<file path="config.mk">
export PLATFORM = sky130hd
export DESIGN_NAME = hostif_port
export DESIGN_NICKNAME = d
export VERILOG_FILES = /design/src/rtl/hostif_pkg.sv /design/src/rtl/hostif_sync.sv /design/src/rtl/hostif_front.sv /design/src/rtl/hostif_regbank.sv /design/src/rtl/hostif_port.sv
export SDC_FILE = /design/constraint.sdc
export NUM_CORES = 1
export LEC_CHECK = 0
export ABC_CLOCK_PERIOD_IN_PS = 5900
export BUFFER_PORTS_ARGS = -buffer_cell sky130_fd_sc_hd__buf_2
export CAP_MARGIN = 20
export CELL_PAD_IN_SITES_DETAIL_PLACEMENT = 0
export CELL_PAD_IN_SITES_GLOBAL_PLACEMENT = 1
export CORE_UTILIZATION = 29
export CTS_CLUSTER_DIAMETER = 100
export DETAILED_ROUTE_END_ITERATION = 8
export PLACE_DENSITY_LB_ADDON = 0.25
export SYNTH_ARGS = -nofsm -noshare
export SYNTH_HDL_FRONTEND = slang
export SYNTH_SLANG_ARGS = --single-unit
</file>
<file path="constraint.sdc">
create_clock -name clk -period 5.9 [get_ports clk]
set_input_delay 0.885 -clock clk [delete_from_list [all_inputs] [get_ports clk]]
set_output_delay 0.885 -clock clk [all_outputs]
set_load 0.1 [all_outputs]
</file>
<file path="src/rtl/hostif_pkg.sv">
// Shared types for the host mailbox port.
package hostif_pkg;

    // Access state of the host-side handshake.
    typedef enum logic {
        ACC_IDLE = 1'b0,
        ACC_HOLD = 1'b1
    } acc_state_e;

    // Asynchronous host control pins, grouped for synchronisation.
    typedef struct packed {
        logic sel_n;
        logic rd_rw;
        logic wr_ds_n;
        logic ale;
    } host_pins_t;

    // Idle level of each pin: select and strobes high, latch enable low.
    localparam host_pins_t PINS_IDLE = '{sel_n: 1'b1, rd_rw: 1'b1, wr_ds_n: 1'b1, ale: 1'b0};

endpackage

</file>
<file path="src/rtl/hostif_sync.sv">
// Multi-stage synchroniser for a group of asynchronous inputs.
// Assumes each bit is independent; multi-bit coherence is not needed
// because every bit is a level that is held across many clocks.
module hostif_sync #(
    parameter int          W       = 4,
    parameter int          STAGES  = 2,
    parameter logic [W-1:0] RST_VAL = '0
) (
    input  logic         clk,
    input  logic         rst_n,
    input  logic [W-1:0] d,
    output logic [W-1:0] q
);
    logic [W-1:0] chain [STAGES];

    generate
        for (genvar s = 0; s < STAGES; s++) begin : g_stage
            if (s == 0) begin : g_first
                // First flop samples the raw pins.
                always_ff @(posedge clk) begin
                    if (!rst_n) chain[s] <= RST_VAL;
                    else        chain[s] <= d;
                end
            end else begin : g_next
                // Later flops resolve metastability.
                always_ff @(posedge clk) begin
                    if (!rst_n) chain[s] <= RST_VAL;
                    else        chain[s] <= chain[s-1];
                end
            end
        end
    endgenerate

    assign q = chain[STAGES-1];
endmodule

</file>
<file path="src/rtl/hostif_front.sv">
// Host bus front end: decodes both strobe conventions and both
// addressing modes, latches a multiplexed address, runs the
// one-operation-per-strobe handshake and drives the acknowledge.
// Assumes address and data pins are stable while the strobe is
// active, and the multiplexed address is held for at least three
// clocks after the latch enable falls.
module hostif_front
    import hostif_pkg::*;
#(
    parameter int ADDR_W = 3
) (
    input  logic              clk,
    input  logic              rst_n,
    input  logic              strap_strobe,
    input  logic              strap_muxed,
    input  host_pins_t        pins_s,
    input  logic              raw_sel_n,
    input  logic              raw_rd_rw,
    input  logic              raw_wr_ds_n,
    input  logic [ADDR_W-1:0] addr_pins,
    input  logic [ADDR_W-1:0] din_lo,
    output logic              ack,
    output logic              op_fire,
    output logic              op_read,
    output logic [ADDR_W-1:0] op_addr,
    output logic              doe
);
    acc_state_e        state_q;
    logic              ale_q;
    logic [ADDR_W-1:0] addr_lat_q;
    logic              strobe_s;
    logic              acc_s;

    // Decode synchronised strobe and direction for the selected convention.
    always_comb begin
        if (strap_strobe) begin
            strobe_s = !pins_s.wr_ds_n;
            op_read  = pins_s.rd_rw;
        end else begin
            strobe_s = !pins_s.rd_rw || !pins_s.wr_ds_n;
            op_read  = !pins_s.rd_rw;
        end
        acc_s = !pins_s.sel_n && strobe_s;
    end

    // Capture the multiplexed address when the synchronised latch enable falls.
    always_ff @(posedge clk) begin
        if (!rst_n) begin
            ale_q      <= 1'b0;
            addr_lat_q <= '0;
        end else begin
            ale_q <= pins_s.ale;
            if (strap_muxed && ale_q && !pins_s.ale) addr_lat_q <= din_lo;
        end
    end

    // Select the effective register address for the current mode.
    assign op_addr = strap_muxed ? addr_lat_q : addr_pins;

    // Handshake: fire once on entry, hold the acknowledge until release.
    always_ff @(posedge clk) begin
        if (!rst_n) begin
            state_q <= ACC_IDLE;
        end else begin
            case (state_q)
                ACC_IDLE: if (acc_s)  state_q <= ACC_HOLD;
                ACC_HOLD: if (!acc_s) state_q <= ACC_IDLE;
                default:              state_q <= ACC_IDLE;
            endcase
        end
    end

    assign op_fire = (state_q == ACC_IDLE) && acc_s;
    assign ack     = (state_q == ACC_HOLD);

    // Pad enable straight from the pins so read data appears without delay.
    assign doe = !raw_sel_n && (strap_strobe ? (!raw_wr_ds_n && raw_rd_rw) : !raw_rd_rw);

endmodule

</file>
<file path="src/rtl/hostif_regbank.sv">
// Mailbox register bank with per-register new-data flags in both
// directions. A host write to a register overrides a processor
// write to the same register on the same edge; a flag set beats a
// clear on the same edge.
module hostif_regbank #(
    parameter int DATA_W = 8,
    parameter int ADDR_W = 3,
    localparam int NREG  = 1 << ADDR_W
) (
    input  logic              clk,
    input  logic              rst_n,
    input  logic              h_wr,
    input  logic              h_rd,
    input  logic [ADDR_W-1:0] h_addr,
    input  logic [DATA_W-1:0] h_wdata,
    output logic [DATA_W-1:0] h_rdata,
    input  logic              c_wr,
    input  logic              c_rd,
    input  logic [ADDR_W-1:0] c_addr,
    input  logic [DATA_W-1:0] c_wdata,
    output logic [DATA_W-1:0] c_rdata,
    output logic [NREG-1:0]   host_new,
    output logic [NREG-1:0]   cpu_new
);
    logic [DATA_W-1:0] mem_q [NREG];
    logic [NREG-1:0]   h_new_q;
    logic [NREG-1:0]   c_new_q;

    // Register storage: host write first, then processor write.
    always_ff @(posedge clk) begin
        for (int i = 0; i < NREG; i++) begin
            if (!rst_n)                                   mem_q[i] <= '0;
            else if (h_wr && h_addr == ADDR_W'(i))        mem_q[i] <= h_wdata;
            else if (c_wr && c_addr == ADDR_W'(i))        mem_q[i] <= c_wdata;
        end
    end

    // New-data flags: set by the writer, cleared by the opposite reader.
    always_ff @(posedge clk) begin
        for (int i = 0; i < NREG; i++) begin
            if (!rst_n) begin
                h_new_q[i] <= 1'b0;
                c_new_q[i] <= 1'b0;
            end else begin
                if (h_wr && h_addr == ADDR_W'(i))      h_new_q[i] <= 1'b1;
                else if (c_rd && c_addr == ADDR_W'(i)) h_new_q[i] <= 1'b0;
                if (c_wr && c_addr == ADDR_W'(i))      c_new_q[i] <= 1'b1;
                else if (h_rd && h_addr == ADDR_W'(i)) c_new_q[i] <= 1'b0;
            end
        end
    end

    assign h_rdata  = mem_q[h_addr];
    assign c_rdata  = mem_q[c_addr];
    assign host_new = h_new_q;
    assign cpu_new  = c_new_q;
endmodule

</file>
<file path="src/rtl/hostif_port.sv">
// Host mailbox parallel port, top level. Synchronises the host
// control pins, decodes the strapped bus convention and connects
// the resulting single-shot operations to the mailbox bank.
// Assumes straps change only while reset is held.
module hostif_port
    import hostif_pkg::*;
#(
    parameter int DATA_W      = 8,
    parameter int ADDR_W      = 3,
    parameter int SYNC_STAGES = 2,
    localparam int NREG       = 1 << ADDR_W
) (
    input  logic              clk,
    input  logic              rst_n,
    input  logic              strap_strobe,
    input  logic              strap_muxed,
    input  logic              host_sel_n,
    input  logic              host_rd_rw,
    input  logic              host_wr_ds_n,
    input  logic [ADDR_W-1:0] host_addr,
    input  logic [DATA_W-1:0] host_din,
    output logic [DATA_W-1:0] host_dout,
    output logic              host_doe,
    output logic              host_ack,
    input  logic              cpu_wr_en,
    input  logic              cpu_rd_en,
    input  logic [ADDR_W-1:0] cpu_addr,
    input  logic [DATA_W-1:0] cpu_wdata,
    output logic [DATA_W-1:0] cpu_rdata,
    output logic [NREG-1:0]   host_new,
    output logic [NREG-1:0]   cpu_new
);
    host_pins_t        pins_raw;
    host_pins_t        pins_s;
    logic              op_fire;
    logic              op_read;
    logic [ADDR_W-1:0] op_addr;

    // Group the asynchronous pins; the top address bit doubles as latch enable.
    always_comb begin
        pins_raw.sel_n   = host_sel_n;
        pins_raw.rd_rw   = host_rd_rw;
        pins_raw.wr_ds_n = host_wr_ds_n;
        pins_raw.ale     = strap_muxed && host_addr[ADDR_W-1];
    end

    hostif_sync #(
        .W       ($bits(host_pins_t)),
        .STAGES  (SYNC_STAGES),
        .RST_VAL (PINS_IDLE)
    ) u_sync (
        .clk   (clk),
        .rst_n (rst_n),
        .d     (pins_raw),
        .q     (pins_s)
    );

    hostif_front #(
        .ADDR_W (ADDR_W)
    ) u_front (
        .clk          (clk),
        .rst_n        (rst_n),
        .strap_strobe (strap_strobe),
        .strap_muxed  (strap_muxed),
        .pins_s       (pins_s),
        .raw_sel_n    (host_sel_n),
        .raw_rd_rw    (host_rd_rw),
        .raw_wr_ds_n  (host_wr_ds_n),
        .addr_pins    (host_addr),
        .din_lo       (host_din[ADDR_W-1:0]),
        .ack          (host_ack),
        .op_fire      (op_fire),
        .op_read      (op_read),
        .op_addr      (op_addr),
        .doe          (host_doe)
    );

    hostif_regbank #(
        .DATA_W (DATA_W),
        .ADDR_W (ADDR_W)
    ) u_bank (
        .clk      (clk),
        .rst_n    (rst_n),
        .h_wr     (op_fire && !op_read),
        .h_rd     (op_fire && op_read),
        .h_addr   (op_addr),
        .h_wdata  (host_din),
        .h_rdata  (host_dout),
        .c_wr     (cpu_wr_en),
        .c_rd     (cpu_rd_en),
        .c_addr   (cpu_addr),
        .c_wdata  (cpu_wdata),
        .c_rdata  (cpu_rdata),
        .host_new (host_new),
        .cpu_new  (cpu_new)
    );
endmodule

</file>
After elaboration in Yosys (flattened, before gate mapping)
Memory sizes are Yosys's and may differ from the RTL's.
Cells that the tools add are included.

storage, ports and cells
  memories = 2
  RAM bits = 72
  input port bits = 31
  bits in registers = 21
  output and inout port bits = 34
  word-level logic and storage cells = 235

cells by class
  reductions and logical operators = 68
  bitwise logic cells = 19
  equal/unequal tests = 14
  muxes and demuxes = 113

memory list
  name          depth  width  rd ports  clocked after memory_dff  wr ports  line                  source
  u_bank.mem_q  8      8      2         0                         8         hostif_regbank.sv:25  logic [DATA_W-1:0] mem_q [NREG];
  u_sync.chain  2      4      2         0                         2         hostif_sync.sv:14     logic [W-1:0] chain [STAGES];

operator list
  cell                number
  $mux 8              16
  $mux 1              94
  $logic_and 1x1->1   41
  $reduce_bool 2->1   16
  $eq 3x3->1 const B  8
  $or 1x1->1          18
  $eq 3x2->1 const B  4
  $logic_not 1->1     8
  $mux 4              2
  $eq 3x1->1 const B  2
  $logic_not 3->1     2
  $mux 3              1
  $logic_or 1x1->1    1
  $not 1->1           1

Logic depth before layout (Yosys ltp)
  depth in word-level cells = 12
  mapped depth = 6

Modules after synthesis
Synthesis repeated with hierarchy kept, for this count alone.

unflattened totals
  cells, all modules = 383
  area total of the unflattened synthesis = 5043.6 um^2

by module, submodules not included
  module          sequential area each (um^2)  area each (um^2)  times used  cells an instance
  hostif_regbank  2242.2                       4550.6            1           337
  hostif_front    100.1                        260.2             1           27
  hostif_sync     160.2                        210.2             1           16
  hostif_port     0.0                          22.5              1           3

Worst setup path before layout
Ideal clock, no wire load.

  path type = input to output
  from = input strap_muxed
  to = output host_dout[1]
  path slack = 1.656 ns
  path buffers = 2
  arrival time = 3.359 ns
  stages = 6
  cells stage by stage = buf_4 > and3b_1 > a31o_2 > buf_2 > a22oi_1 > a22oi_1

between the ends
  longest elaborated chain between the ends = 2

RTL lines
  element          line                source
  start, declared  hostif_port.sv:16   input logic strap_muxed,
  $mux 3           hostif_front.sv:58  assign op_addr = strap_muxed ? addr_lat_q : addr_pins;
  $mem_v2 8x8      n/a
  end, declared    hostif_port.sv:22   output logic [DATA_W-1:0] host_dout,

No other way between the ends.

Worst setup path after layout
  from = input strap_muxed
  to = output host_dout[6]

Same word-level chain as after synthesis.

==> impl_metrics.tcl <==
set metrics [dict create \
    path_common_cell "buf_2" \
    post-route-drc-count 0 \
    critPathKind "in -> out" \
    synth.most_common_cell "edfxtp_1" \
    diodes 0 \
    cp_slowest_stage_delay_ns 0.64 \
    synthCells 455 \
    num-fill-cells 1864 \
    met3_usage 0.0359 \
    placed_area_um2 6000 \
    cts_setup_buffers 0 \
    synth.top_cell.area_share 0.347 \
    reg2reg_slack_ns 3.22 \
    clkTransAtPathRegs_ns 0.07 \
    switching_share 0.314 \
    max_clock_freq_mhz 239 \
    worstPathMaxFanout 28 \
    io_buffers 64 \
    multi_input_area_um2 2860 \
    ys_seq_area_frac 0.452 \
    rsz0062_at_grt "false" \
    initialDrtViolationCount 356 \
    setup_violations 0 \
    grt.total_usage 0.185 \
    holdPathStages 1 \
    period_share 0.708 \
    worstPathArrival_ns 3.29 \
    hold_viol 0 \
    ys_seq_elements 93 \
    cts_resized 0 \
    hold_buffers 0 \
    r2r_start "u_front.addr_lat_q[1]$_SDFFE_PN0P_" \
    path_buf_inv 2 \
    vdd_ir_drop_max_uv 141 \
    num-nets-final 527 \
    required_ns 5.02 \
    met1_usage 0.237 \
    top_usage_layer "met2" \
    leakage_nw 2.18 \
    die_w_um 140 \
    status "completed" \
    drt-total-wl_mm 17.5 \
    synthTopCellsByCount "edfxtp_1, o2bb2ai_1, dfxtp_1" \
    tightest_slew_ns 0.979 \
    die_h_um 140 \
    internal_power_mw 1.14 \
    insertion_delay_ns 0.36 \
    skew_ns 0.0111 \
    path_cells "buf_2, nand2_1, o22ai_2, a222oi_1, a21oi_1, buf_2" \
    place.gp.congestion 0.897 \
    wl_per_cell_um 23.8 \
    numCtsBuffers 9 \
    regArea_um2 2500 \
    cts_tree "yes" \
    p_clk_frac 0.363 \
    hp-class "reg -> reg" \
    grt_pass1_vias 4389 \
    yosysUniqueCellTypes 62 \
    grt_pass1_wl_mm 26.9 \
    synth_edf_count 64 \
    ys.flop_type "edfxtp_1" \
    grt_max_degree 56 \
    setup_tns_ns 0 \
    h-tree-depth 3 \
    power.switching_mw 0.522 \
    reg2reg_to "u_bank.mem_q[0][2]$_DFFE_PP_" \
    crit_family "compound AO/OA/AOI/OAI gates" \
    yosysTopAreaCell "edfxtp_1" \
    clock_path_buffers 2 \
    cts_root_buf "clkbuf_16" \
    final_cell_area_um2 6310 \
    yosys-top-cells-area "edfxtp_1, dfxtp_1, o2bb2ai_1" \
    synth_nets 486 \
    drt_pass1_iterations 5 \
    cap_viol_max_count 0 \
    postSynth.asyncResetShare 0 \
    crit_path_end_kind "output pin" \
    initial_core_util 0.296 \
    pwr-share-seq 0.450 \
    overflow 0 \
    r2r_cells 3 \
    max-slew-margin-rel 0.345 \
    postRouteAntennaNets 0 \
    coreArea_um2 18700 \
    min_to "u_sync.chain[1][3]$_SDFF_PN1_" \
    hold_start "u_sync.chain[0][3]$_SDFF_PN1_" \
    syn-mean-instance-area_um2 12.2 \
    die-area_um2 19700 \
    slew_viol_final 0 \
    p_per_area_nw_per_um2 263 \
    cts_sinks 93 \
    drive_gt1_frac 0.281 \
    antenna_found_initial 0 \
    vias_per_cell 5.95 \
    post-route-min-period_ns 4.18 \
    cpMaxStageDelayCell "o22ai_2" \
    synth_area_um2 5540 \
    vias 4373 \
    met2_usage 0.313 \
    hpwl_mm 13.3 \
    rows 50 \
    ioPinCount 65 \
    yosysWarningCount 0 \
    p_comb_frac 0.187 \
    critPathLaunchType "input pin" \
    syn_to_final_growth_pct 13.8 \
]
## stage by stage
step	power (mW)	cells	worst slack (ns)	hold WS (ns)	util
2_1_floorplan	0.992	455	1.66	0.386	-
4_1_cts	1.67	735	1.79	0.424	0.337
6_report	1.66	735	1.72	0.422	0.337
5_1_grt	1.71	735	1.67	0.430	0.337
3_3_place_gp	1.07	719	1.89	0.395	0.321
3_5_place_dp	1.07	719	1.80	0.397	0.321
## state kept, by name (all words and copies together), names as in the netlist
name                cells
u_sync.chain            8
u_bank.cpu_new          8
u_bank.mem_q           64
u_bank.host_new         8
u_front.ack             1
u_front.ale_q           1
u_front.addr_lat_q      3
## worst reg2reg max path, stage by stage, from the launching register on
cell,delay (ns)
dfxtp_1,0.79
nor2_2,0.25
a21oi_2,0.68
o211ai_1,0.55
## final cells by class
type,count,area share
Clock buffer,12,0.0442
Clock inverter,4,0.00476
Inverter,4,0.00238
Multi-Input combinational cell,323,0.453
Sequential cell,93,0.397
Tap cell,234,0.0464
Timing Repair Buffer,65,0.0520
## cell families after synthesis
family,Yosys count,share of synthesized area
flops,93,0.452
buf+inv,39,0.0323
mux,44,0.121
compound gates,178,0.268
simple gates,100,0.122
xor+xnor,1,0.00497
## worst max path at each step
stage,endpoint,start,depth (start not counted)
after floorplan,host_dout[1],strap_muxed,6
after global placement,host_dout[6],strap_muxed,6
after detailed placement,host_dout[6],strap_muxed,6
after CTS,host_dout[6],strap_muxed,6
after global routing,host_dout[6],strap_muxed,6
final,host_dout[6],strap_muxed,6
## power by group through the flow
stage	registers (mW)	logic, mW	clock network, mW
6_report	0.747	0.311	0.603
5_1_grt	0.749	0.327	0.635
4_1_cts	0.747	0.312	0.613
3_5_place_dp	0.761	0.311	0
3_3_place_gp	0.761	0.310	0
2_1_floorplan	0.764	0.228	0
## layout by cell type (no fill, tap or decap), types with 8 or more instances in the layout
master      n
a31o_1     11
a31oi_1     8
mux4_2     16
o21ai_0    16
mux2_2      9
buf_2      64
dfxtp_1    29
nand2b_1   14
clkbuf_16  11
nand2_1    19
mux2i_1    17
o211ai_1    9
a22oi_1    18
a211oi_1    8
edfxtp_1   64
o2bb2ai_1  57
nor2_1     21
## routing by layer
layer	routed length (um)	vias to the layer above
li1	-	1957
met1	7690	2200
met2	8470	189
met3	956	27
met4	416	0
met5	0	-
No activity file was read; power rests on OpenSTA's default activity.
